$ cat src/rtl/rtc_pkg.sv
package rtc_pkg;
    localparam int ADDR_W = 8;
    localparam int DATA_W = 32;
    localparam int EV_N   = 5;

    localparam logic [ADDR_W-1:0] A_BUSY   = 8'h04;
    localparam logic [ADDR_W-1:0] A_SEC    = 8'h08;
    localparam logic [ADDR_W-1:0] A_SHADOW = 8'h0C;
    localparam logic [ADDR_W-1:0] A_MS     = 8'h10;
    localparam logic [ADDR_W-1:0] A_ALM0   = 8'h14;
    localparam logic [ADDR_W-1:0] A_ALM1   = 8'h18;
    localparam logic [ADDR_W-1:0] A_MALM   = 8'h1C;
    localparam logic [ADDR_W-1:0] A_CDS    = 8'h20;
    localparam logic [ADDR_W-1:0] A_CDM    = 8'h24;
    localparam logic [ADDR_W-1:0] A_MASK   = 8'h28;
    localparam logic [ADDR_W-1:0] A_STAT   = 8'h2C;

    localparam int EV_ALM0 = 0;
    localparam int EV_ALM1 = 1;
    localparam int EV_MALM = 2;
    localparam int EV_CDS  = 3;
    localparam int EV_CDM  = 4;
endpackage

$ cat src/rtl/rtc_timebase.sv
// Slow-tick timebase: produces millisecond steps by fractional accumulation
// and the periodic copy strobe / busy window.
// Assumes MS_WRAP < TICK_HZ so at most one step occurs per slow tick.
module rtc_timebase #(
    parameter int TICK_HZ     = 32768,
    parameter int MS_WRAP     = 1000,
    parameter int COPY_PERIOD = 8
) (
    input  logic clk,
    input  logic rst_n,
    input  logic tick_en,
    input  logic acc_clr,
    output logic ms_step,
    output logic copy_stb,
    output logic busy
);
    localparam int ACC_W = $clog2(TICK_HZ + MS_WRAP) + 1;
    localparam int PH_W  = $clog2(COPY_PERIOD);

    logic [ACC_W-1:0] acc;
    logic [ACC_W-1:0] acc_sum;
    logic [PH_W-1:0]  phase;

    assign acc_sum  = acc + ACC_W'(MS_WRAP);
    assign ms_step  = tick_en && (acc_sum >= ACC_W'(TICK_HZ));
    assign copy_stb = tick_en && (phase == PH_W'(COPY_PERIOD - 2));
    assign busy     = (phase == PH_W'(COPY_PERIOD - 1));

    // Fractional accumulator: one millisecond step per TICK_HZ/MS_WRAP ticks on average.
    always_ff @(posedge clk) begin
        if (!rst_n || acc_clr) begin
            acc <= '0;
        end else if (tick_en) begin
            acc <= ms_step ? acc_sum - ACC_W'(TICK_HZ) : acc_sum;
        end
    end

    // Copy phase counter: cycles through COPY_PERIOD slow ticks.
    always_ff @(posedge clk) begin
        if (!rst_n) begin
            phase <= '0;
        end else if (tick_en) begin
            phase <= (phase == PH_W'(COPY_PERIOD - 1)) ? '0 : phase + 1'b1;
        end
    end
endmodule

$ cat src/rtl/rtc_counters.sv
// Live seconds/milliseconds counters, bus-side copies and the shadow seconds.
// Assumes load has priority over stepping and copying in the same cycle.
module rtc_counters #(
    parameter int SEC_W   = 32,
    parameter int MS_W    = 10,
    parameter int MS_WRAP = 1000
) (
    input  logic             clk,
    input  logic             rst_n,
    input  logic             ms_step,
    input  logic             copy_stb,
    input  logic             load,
    input  logic [SEC_W-1:0] load_val,
    input  logic             shadow_cap,
    output logic [SEC_W-1:0] sec,
    output logic [MS_W-1:0]  ms,
    output logic [SEC_W-1:0] sec_cp,
    output logic [MS_W-1:0]  ms_cp,
    output logic [SEC_W-1:0] shadow,
    output logic             sec_adv,
    output logic             ms_adv
);
    // Counter update, bus-side copy and advance pulses (pulses mark the new values).
    always_ff @(posedge clk) begin
        if (!rst_n) begin
            sec <= '0; ms <= '0; sec_cp <= '0; ms_cp <= '0;
            sec_adv <= 1'b0; ms_adv <= 1'b0;
        end else begin
            sec_adv <= 1'b0;
            ms_adv  <= 1'b0;
            if (load) begin
                sec <= load_val; ms <= '0; sec_cp <= load_val; ms_cp <= '0;
            end else begin
                if (copy_stb) begin
                    sec_cp <= sec;
                    ms_cp  <= ms;
                end
                if (ms_step) begin
                    ms_adv <= 1'b1;
                    if (ms == MS_W'(MS_WRAP - 1)) begin
                        ms      <= '0;
                        sec     <= sec + 1'b1;
                        sec_adv <= 1'b1;
                    end else begin
                        ms <= ms + 1'b1;
                    end
                end
            end
        end
    end

    // Shadow seconds latch, taken on a millisecond read.
    always_ff @(posedge clk) begin
        if (!rst_n)          shadow <= '0;
        else if (shadow_cap) shadow <= sec_cp;
    end
endmodule

$ cat src/rtl/rtc_alarms.sv
// Match alarms, countdowns, mask and sticky write-one-to-clear status.
// Assumes sec/ms already hold the new value when sec_adv/ms_adv pulse.
module rtc_alarms #(
    parameter int SEC_W = 32,
    parameter int MS_W  = 10
) (
    input  logic               clk,
    input  logic               rst_n,
    input  logic [SEC_W-1:0]   sec,
    input  logic [MS_W-1:0]    ms,
    input  logic               sec_adv,
    input  logic               ms_adv,
    input  logic               wr_alm0,
    input  logic               wr_alm1,
    input  logic               wr_malm,
    input  logic               wr_cds,
    input  logic               wr_cdm,
    input  logic               wr_mask,
    input  logic               wr_stat,
    input  logic [31:0]        wdata,
    output logic [SEC_W-1:0]   alm0,
    output logic [SEC_W-1:0]   alm1,
    output logic [MS_W-1:0]    malm,
    output logic [SEC_W-1:0]   cds,
    output logic [SEC_W-1:0]   cdm,
    output logic [rtc_pkg::EV_N-1:0] mask,
    output logic [rtc_pkg::EV_N-1:0] status,
    output logic               irq
);
    import rtc_pkg::*;

    logic [EV_N-1:0] ev;
    logic [EV_N-1:0] clr;

    // Event detection from the freshly advanced counters.
    always_comb begin
        ev          = '0;
        ev[EV_ALM0] = sec_adv && (alm0 != '0) && (sec == alm0);
        ev[EV_ALM1] = sec_adv && (alm1 != '0) && (sec == alm1);
        ev[EV_MALM] = ms_adv  && (malm != '0) && (ms == malm);
        ev[EV_CDS]  = sec_adv && (cds == SEC_W'(1));
        ev[EV_CDM]  = ms_adv  && (cdm == SEC_W'(1));
    end

    assign clr = wr_stat ? wdata[EV_N-1:0] : '0;
    assign irq = |(status & mask);

    // Alarm, countdown and mask registers; a write takes priority over counting down.
    always_ff @(posedge clk) begin
        if (!rst_n) begin
            alm0 <= '0; alm1 <= '0; malm <= '0; cds <= '0; cdm <= '0; mask <= '0;
        end else begin
            if (wr_alm0) alm0 <= wdata[SEC_W-1:0];
            if (wr_alm1) alm1 <= wdata[SEC_W-1:0];
            if (wr_malm) malm <= wdata[MS_W-1:0];
            if (wr_mask) mask <= wdata[EV_N-1:0];
            if (wr_cds)                       cds <= wdata[SEC_W-1:0];
            else if (sec_adv && cds != '0)    cds <= cds - 1'b1;
            if (wr_cdm)                       cdm <= wdata[SEC_W-1:0];
            else if (ms_adv && cdm != '0)     cdm <= cdm - 1'b1;
        end
    end

    // Sticky status: set by events, cleared by writing ones; set wins.
    always_ff @(posedge clk) begin
        if (!rst_n) status <= '0;
        else        status <= (status & ~clr) | ev;
    end
endmodule

$ cat src/rtl/rtc_top.sv
// Real-time clock top: register decode, write gating by the busy window,
// registered read mux. Single clock; slow timebase arrives as tick_en.
module rtc_top #(
    parameter int TICK_HZ     = 32768,
    parameter int MS_WRAP     = 1000,
    parameter int COPY_PERIOD = 8,
    parameter int SEC_W       = 32
) (
    input  logic        clk,
    input  logic        rst_n,
    input  logic        tick_en,
    input  logic        bus_sel,
    input  logic        bus_wr,
    input  logic [7:0]  bus_addr,
    input  logic [31:0] bus_wdata,
    output logic [31:0] bus_rdata,
    output logic        irq
);
    import rtc_pkg::*;
    localparam int MS_W = $clog2(MS_WRAP);

    logic ms_step, copy_stb, busy;
    logic wr_any, wr_ok, rd, load;
    logic [SEC_W-1:0] sec, sec_cp, shadow, alm0, alm1, cds, cdm;
    logic [MS_W-1:0]  ms_live, ms_cp, malm;
    logic sec_adv, ms_adv;
    logic [EV_N-1:0] mask, status;
    logic [31:0] rd_mux;

    assign wr_any = bus_sel && bus_wr;
    assign wr_ok  = wr_any && !busy;
    assign rd     = bus_sel && !bus_wr;
    assign load   = wr_ok && (bus_addr == A_SEC);

    rtc_timebase #(.TICK_HZ(TICK_HZ), .MS_WRAP(MS_WRAP), .COPY_PERIOD(COPY_PERIOD)) u_tb (
        .clk(clk), .rst_n(rst_n), .tick_en(tick_en), .acc_clr(load),
        .ms_step(ms_step), .copy_stb(copy_stb), .busy(busy)
    );

    rtc_counters #(.SEC_W(SEC_W), .MS_W(MS_W), .MS_WRAP(MS_WRAP)) u_cnt (
        .clk(clk), .rst_n(rst_n), .ms_step(ms_step), .copy_stb(copy_stb),
        .load(load), .load_val(bus_wdata[SEC_W-1:0]),
        .shadow_cap(rd && (bus_addr == A_MS)),
        .sec(sec), .ms(ms_live), .sec_cp(sec_cp), .ms_cp(ms_cp), .shadow(shadow),
        .sec_adv(sec_adv), .ms_adv(ms_adv)
    );

    rtc_alarms #(.SEC_W(SEC_W), .MS_W(MS_W)) u_alm (
        .clk(clk), .rst_n(rst_n), .sec(sec), .ms(ms_live),
        .sec_adv(sec_adv), .ms_adv(ms_adv),
        .wr_alm0(wr_ok && bus_addr == A_ALM0), .wr_alm1(wr_ok && bus_addr == A_ALM1),
        .wr_malm(wr_ok && bus_addr == A_MALM), .wr_cds(wr_ok && bus_addr == A_CDS),
        .wr_cdm(wr_ok && bus_addr == A_CDM), .wr_mask(wr_any && bus_addr == A_MASK),
        .wr_stat(wr_any && bus_addr == A_STAT), .wdata(bus_wdata),
        .alm0(alm0), .alm1(alm1), .malm(malm), .cds(cds), .cdm(cdm),
        .mask(mask), .status(status), .irq(irq)
    );

    // Read multiplexer over the bus-visible registers.
    always_comb begin
        rd_mux = '0;
        case (bus_addr)
            A_BUSY:   rd_mux = 32'(busy);
            A_SEC:    rd_mux = 32'(sec_cp);
            A_SHADOW: rd_mux = 32'(shadow);
            A_MS:     rd_mux = 32'(ms_cp);
            A_ALM0:   rd_mux = 32'(alm0);
            A_ALM1:   rd_mux = 32'(alm1);
            A_MALM:   rd_mux = 32'(malm);
            A_CDS:    rd_mux = 32'(cds);
            A_CDM:    rd_mux = 32'(cdm);
            A_MASK:   rd_mux = 32'(mask);
            A_STAT:   rd_mux = 32'(status);
            default:  rd_mux = '0;
        endcase
    end

    // Registered read data, held between reads.
    always_ff @(posedge clk) begin
        if (!rst_n)  bus_rdata <= '0;
        else if (rd) bus_rdata <= rd_mux;
    end
endmodule

$ cat config.mk
export PLATFORM = sky130hd
export DESIGN_NAME = rtc_top
export DESIGN_NICKNAME = d
export VERILOG_FILES = /design/src/rtl/rtc_pkg.sv /design/src/rtl/rtc_timebase.sv /design/src/rtl/rtc_counters.sv /design/src/rtl/rtc_alarms.sv /design/src/rtl/rtc_top.sv
export SDC_FILE = /design/constraint.sdc
export NUM_CORES = 1
export LEC_CHECK = 0
export CAP_MARGIN = 10
export CORE_MARGIN = 2
export CORE_UTILIZATION = 45
export DETAILED_ROUTE_END_ITERATION = 8
export GPL_TIMING_DRIVEN = 0
export PLACE_DENSITY = 0.64
export SLEW_MARGIN = 20
export SYNTH_ARGS = -nofsm -noshare
export SYNTH_HDL_FRONTEND = slang
export SYNTH_SLANG_ARGS = --single-unit
$ cat constraint.sdc
create_clock -name clk -period 3.15 [get_ports clk]
set_clock_uncertainty 0.05 [all_clocks]
set_input_delay 0.63 -clock clk [delete_from_list [all_inputs] [get_ports clk]]
set_output_delay 0.63 -clock clk [all_outputs]
set_load 0.05 [all_outputs]
==> After elaboration in Yosys (flattened, before gate mapping) <==
Index checks and enable logic that the tools add are counted.
{ "word_totals": {"regBits": 318, "latchBits": 0, "ram_bits": 0, "mem_bits_ro": 0, "input_bits": 45, "out_inout_bits": 33, "word_cells": 108, "n_memories": 0} }
{ "classes": {"addsub": 7, "multipliers": 0, "div": 0, "n_lt_le_gt_ge": 1, "eq_ne": 19, "shifts": 0, "mux": 16, "n_bitwise": 6, "reduce_logical": 42} }
{ "op_table": {"columns": ["op", "n"], "rows": [
  ["32-bit one-hot mux with 11 select lines", 1],
  ["32-bit two-way mux", 9],
  ["32-bit nonzero test", 4],
  ["32-bit by 1-bit == test with 1-bit output, second input constant", 2],
  ["32-bit == test", 2],
  ["32-bit by 1-bit subtractor with 32-bit output, second input constant", 2],
  ["32-bit by 1-bit adder with 32-bit output, second input constant", 1],
  ["8-bit by 5-bit == test with 1-bit output, second input constant", 4],
  ["8-bit by 6-bit == test with 1-bit output, second input constant", 4],
  ["1-bit logical AND", 24],
  ["17-bit by 10-bit adder with 17-bit output, second input constant", 1],
  ["17-bit by 16-bit >= comparator with 1-bit output, second input constant", 1],
  ["17-bit two-way mux", 1],
  ["17-bit by 16-bit subtractor with 17-bit output, second input constant", 1],
  ["8-bit by 4-bit == test with 1-bit output, second input constant", 2],
  ["10-bit by 1-bit adder with 10-bit output, second input constant", 1],
  ["5-bit bitwise AND", 2],
  ["10-bit == test", 1],
  ["10-bit == test, second input constant", 1],
  ["10-bit two-way mux", 1],
  ["10-bit nonzero test", 1],
  ["2-bit nonzero test", 5],
  ["8-bit by 3-bit == test with 1-bit output, second input constant", 1],
  ["3-bit == test, second input constant", 2],
  ["other kinds (13)", 17]
]} }

==> Longest topological paths before layout <==
{ "depth": {"depth_word": 6, "mapped_depth": 15} }

==> By module <==
Synthesis repeated with hierarchy kept, for this count alone.
{ "unflattened": {"hier_cells": 1937, "area_unflattened_um2": 17057.6} }
{ "by_module_without_submodules": {"columns": ["mod", "n_inst", "cells_each", "area_each_um2", "seq_area_each_um2"], "rows": [
  ["rtc_alarms", 1, 860, 7509.7, 2962.8],
  ["rtc_counters", 1, 575, 5355.1, 2362.3],
  ["rtc_top", 1, 374, 3074.2, 640.6],
  ["rtc_timebase", 1, 128, 1118.6, 340.3]
]} }

==> Worst setup path before layout <==
No wires, ideal clock.
{ "synth_timing": {"path_type": "register to register", "start": "register u_tb.acc[5]", "end": "register u_cnt.ms[8]", "setup_ns": 0.127, "arrival_time_ns": 2.907, "t_required_ns": 2.973, "path_slack_ns": 0.066, "path_stages_with_launch": 15, "path_buffers": 2, "cell_sequence": "dfxtp_1 > nor3_2 > buf_2 > nand3_1 > nand3_1 > xor2_1 > ha_1 > nand4bb_1 > a211oi_1 > a32oi_1 > o41a_1 > buf_2 > nor4_2 > xnor2_1 > nor2_1"} }
{ "synth_between": {"elab_chain_cells": 3} }
{ "synth_rtl": {"columns": ["element", "line", "text"], "rows": [
  ["start, declared", "rtc_timebase.sv:20", "logic [ACC_W-1:0] acc;"],
  ["start signal, assigned", "rtc_timebase.sv:34", "acc <= ms_step ? acc_sum - ACC_W'(TICK_HZ) : acc_sum;"],
  ["17-bit by 10-bit adder with 17-bit output", "rtc_timebase.sv:24", "assign acc_sum = acc + ACC_W'(MS_WRAP);"],
  ["17-bit by 16-bit >= comparator with 1-bit output", "rtc_timebase.sv:25", "assign ms_step = tick_en && (acc_sum >= ACC_W'(TICK_HZ));"],
  ["1-bit logical AND", "rtc_timebase.sv:25", null],
  ["end signal, assigned", "rtc_counters.sv:45", "ms <= ms + 1'b1;"],
  ["end, declared", "rtc_counters.sv:16", "output logic [MS_W-1:0] ms,"]
]} }
No other way between the ends.
A chain may end at the register's enable or synchronous reset.

==> Final worst setup path <==
{ "layout_timing": {"start": "register u_tb.acc[7]", "end": "register u_cnt.sec[3]"} }
{ "layout_between": {"elab_chain_cells": 5} }
{ "layout_rtl": {"columns": ["element", "line", "text"], "rows": [
  ["17-bit by 10-bit adder with 17-bit output", "rtc_timebase.sv:24", null],
  ["17-bit by 16-bit >= comparator with 1-bit output", "rtc_timebase.sv:25", null],
  ["1-bit logical AND", "rtc_timebase.sv:25", null],
  ["2-bit nonzero test (no line)", null, null],
  ["2-bit AND reduction (no line)", null, null],
  ["end signal, assigned", "rtc_counters.sv:42", "sec <= sec + 1'b1;"],
  ["end, declared", "rtc_counters.sv:15", "output logic [SEC_W-1:0] sec,"]
]} }
No other way between the ends.

==> impl_metrics.ini <==
[grt]
antenna_found_initial = 1
grt_pass1_wl_mm = 89.8
grt_pass1_vias = 14814
grt_max_degree = 14
grt_usage_pct = 32.7
overflow = 0

[floorplanning]
rows = 68
fp.dieH_microns = 190
core_area_sq_um = 34400
initial_core_util_pct = 45.5
boundaryPins = 78
die_w_microns = 190
dieArea_sq_um = 36300

[run]
cap_violations = 0

[detailed_routing]
antenna_left = 0
initialDrtViolationCount = 1785
vias = 15986
drc = 0
wire_per_inst_microns = 23.7
drt-pass1-iter-count = 9
routed_wl_mm = 61.2
viasPerCell = 6.19

[synth]
synth_async_sr_flop_share_pct = 0
syn-num-nets = 2018
synth_ff_type = dfxtp_1
yosys_warnings = 0
synth_area_per_cell_sq_um = 7.97
yosysUniqueCellTypes = 72
synth-edff-count = 0
yosysSeqAreaShare_pct = 40.3
syn_area_sq_um = 15600
synth-seq-cells = 315
syn-instance-count = 1961

[sta]
maxSlewHeadroom_pct = 19.0
fmax_ghz = 0.310
setup_slack_ns = -0.0717
worstMarginPinSlew_ns = 1.22
holdWs_ns = 0.406
finalHoldViolCount = 0
period_minus_slack_ns = 3.22
final_max_slew_viol_count = 0
setup_violations = 5
fin_crit_sh_pct = 102
rsz0062_at_grt = yes
finalSetupTns_ns = -0.149

[power_and_ir_drop]
power.density_nw_per_um2 = 496
ir_drop_uv = 478
leakagePower_nw = 6.66

[finish]
layout_common_cells = nand2_1, dfxtp_1, a21oi_1, clkbuf_1, o21ai_0
fillCellCount = 3249
final_common_cell = nand2_1
final_cells = 2584
syn_to_final_growth_pct = 20.9
num_antenna_cells = 0
drive_above_1_share_pct = 8.78
final_area_sq_um = 18900
finalNetCount = 2158

[place]
gp_congestion = 1.05
place_ws_ns = -0.892
hpwlAfterDp_mm = 46.0
placedInstanceArea_sq_um = 17000
placed_cells = 2491
port_buffers = 75

[clock_network]
htreeDepth = 2
path_clk_slew_ns = 0.05
cts.path.max_buffers = 3
clkLatencyLatePin_ns = 0.55
cts.sinks = 315
cts-root-buf = clkbuf_16
holdBufCountCts = 0
cts_inserted_buffers = 37
cts_tree = built

[run_status]
run_status = complete, but fails checks
violations = negative setup slack

[setup_path]
end_kind = register
cp-start-kind = register
crit_arrival_ns = 3.62
crit_start = u_tb.acc[7]
r2r-start = u_tb.acc[7]
cp_data_required_time_ns = 3.55
crit_type = reg2reg
worstPathMaxFanout = 5

[worst_hold_path]
hp-class = reg2reg
min_from = u_cnt.shadow[18]
-- area by class of cell --
| cell class | instances | area (sq um) | share of cell area (%) |
|---|---|---|---|
| multi-input cells | 1479 | 9100 | 48.1 |
| flip-flops and latches | 315 | 6320 | 33.4 |
| clock buffers | 56 | 1120 | 5.92 |
| repair buffers | 102 | 985 | 5.21 |
| plain buffers | 153 | 632 | 3.34 |
| well taps | 455 | 569 | 3.01 |
| clock inverters | 11 | 138 | 0.728 |
| inverters | 13 | 48.8 | 0.258 |
-- path summary, 6_finish.rpt --
kind | end | slack (ns) | cells after the start
hold reg to reg | u_cnt.shadow[18] | 0.41 | 2
setup / recovery | u_cnt.sec[3] | -0.07 | 16
setup reg to reg | u_cnt.sec[3] | -0.07 | 16
hold / removal | u_cnt.shadow[18] | 0.41 | 2
-- synth_stat cells (4+ instances only) --
cell / n / area [sq um]
a211oi_1: 16 / 120
a21oi_1: 215 / 1080
a221oi_1: 32 / 280
a222oi_1: 10 / 100
a22o_1: 28 / 245
a22oi_1: 35 / 263
a311oi_1: 9 / 78.8
a31oi_1: 61 / 382
a32oi_1: 5 / 43.8
and2_1: 4 / 25.0
and3_1: 9 / 56.3
buf_2: 5 / 25.0
clkbuf_1: 143 / 537
dfxtp_1: 315 / 6310
ha_1: 12 / 150
inv_1: 12 / 45.0
mux2i_1: 13 / 130
nand2_1: 368 / 1380
nand2b_1: 7 / 43.8
nand3_1: 51 / 255
nand3b_1: 9 / 67.6
nand4_1: 21 / 131
nor2_1: 100 / 375
nor2b_1: 7 / 43.8
nor3_1: 35 / 175
nor3_2: 9 / 90.1
nor3b_1: 9 / 67.6
nor4_1: 48 / 300
nor4_2: 4 / 50.1
o21ai_0: 117 / 586
o31ai_1: 4 / 30.0
or3_1: 10 / 62.6
or4_1: 8 / 60.1
xnor2_1: 79 / 692
xor2_1: 97 / 850
-- sequential cells by signal (all words and copies together) (netlist names), 14 cells and up --
| signal | count |
|---|---|
| u_alm.cds | 32 |
| u_alm.alm1 | 32 |
| u_cnt.shadow | 32 |
| u_tb.acc | 14 |
| u_alm.alm0 | 32 |
| u_cnt.sec | 32 |
| bus_rdata | 32 |
| u_cnt.sec_cp | 32 |
| u_alm.cdm | 32 |
-- layer usage --
metal	part of all wire, %	wire (microns)	track usage, %
met1	40	24500	43.6
met3	10	6170	5.10
met2	45	27500	51.9
met5	0.021	13	0
met4	5.0	3040	15.7
-- metrics by stage --
stage	util (%)	power (mW)
after floorplan	-	4.55
after global placement	49.3	4.84
after detailed placement	49.3	4.85
after CTS	53.6	9.30
after global routing	55.0	9.61
final	55.0	9.39
-- worst max-delay path: stages (launching register included) --
cell,delay [ns]
dfxtp_4,0.35
nor3_4,0.20
buf_6,0.15
nand3_4,0.08
nand3_4,0.11
xor2_2,0.17
ha_2,0.21
nand4bb_1,0.16
nor2_2,0.16
buf_4,0.15
a32oi_4,0.11
buf_4,0.18
o41ai_4,0.35
buf_4,0.23
nand4_1,0.12
xor2_1,0.18
a21oi_1,0.17
-- report_power, final --
part | leakage [nW] | switching (mW) | internal (mW)
Clock | 0.624 | 1.76 | 2.70
Combinational | 3.49 | 0.514 | 0.293
Sequential | 2.55 | 0.0742 | 4.04
Total | 6.66 | 2.35 | 7.04
-- timing repair --
item / in CTS / in global routing
gates resized for setup: 33 / 86
pin swaps: 5 / 30
setup endpoints to repair: 114 / 172
gates cloned: 0 / 3
buffers inserted: 10 / 14
-- kinds of logic (layout without fill, tap and decap cells) --
family	after synthesis	after routing	share of synthesized area, %
AND/OR/NAND/NOR	721	721	21.8
flip-flops	315	315	40.3
buffers and inverters	167	335	4.13
XOR/XNOR	176	176	9.86
multiplexers	13	13	0.832
adder cells (fa/ha/maj)	12	12	0.960
AO/OA/AOI/OAI	557	557	22.1
(Power assumes the default switching activity.)
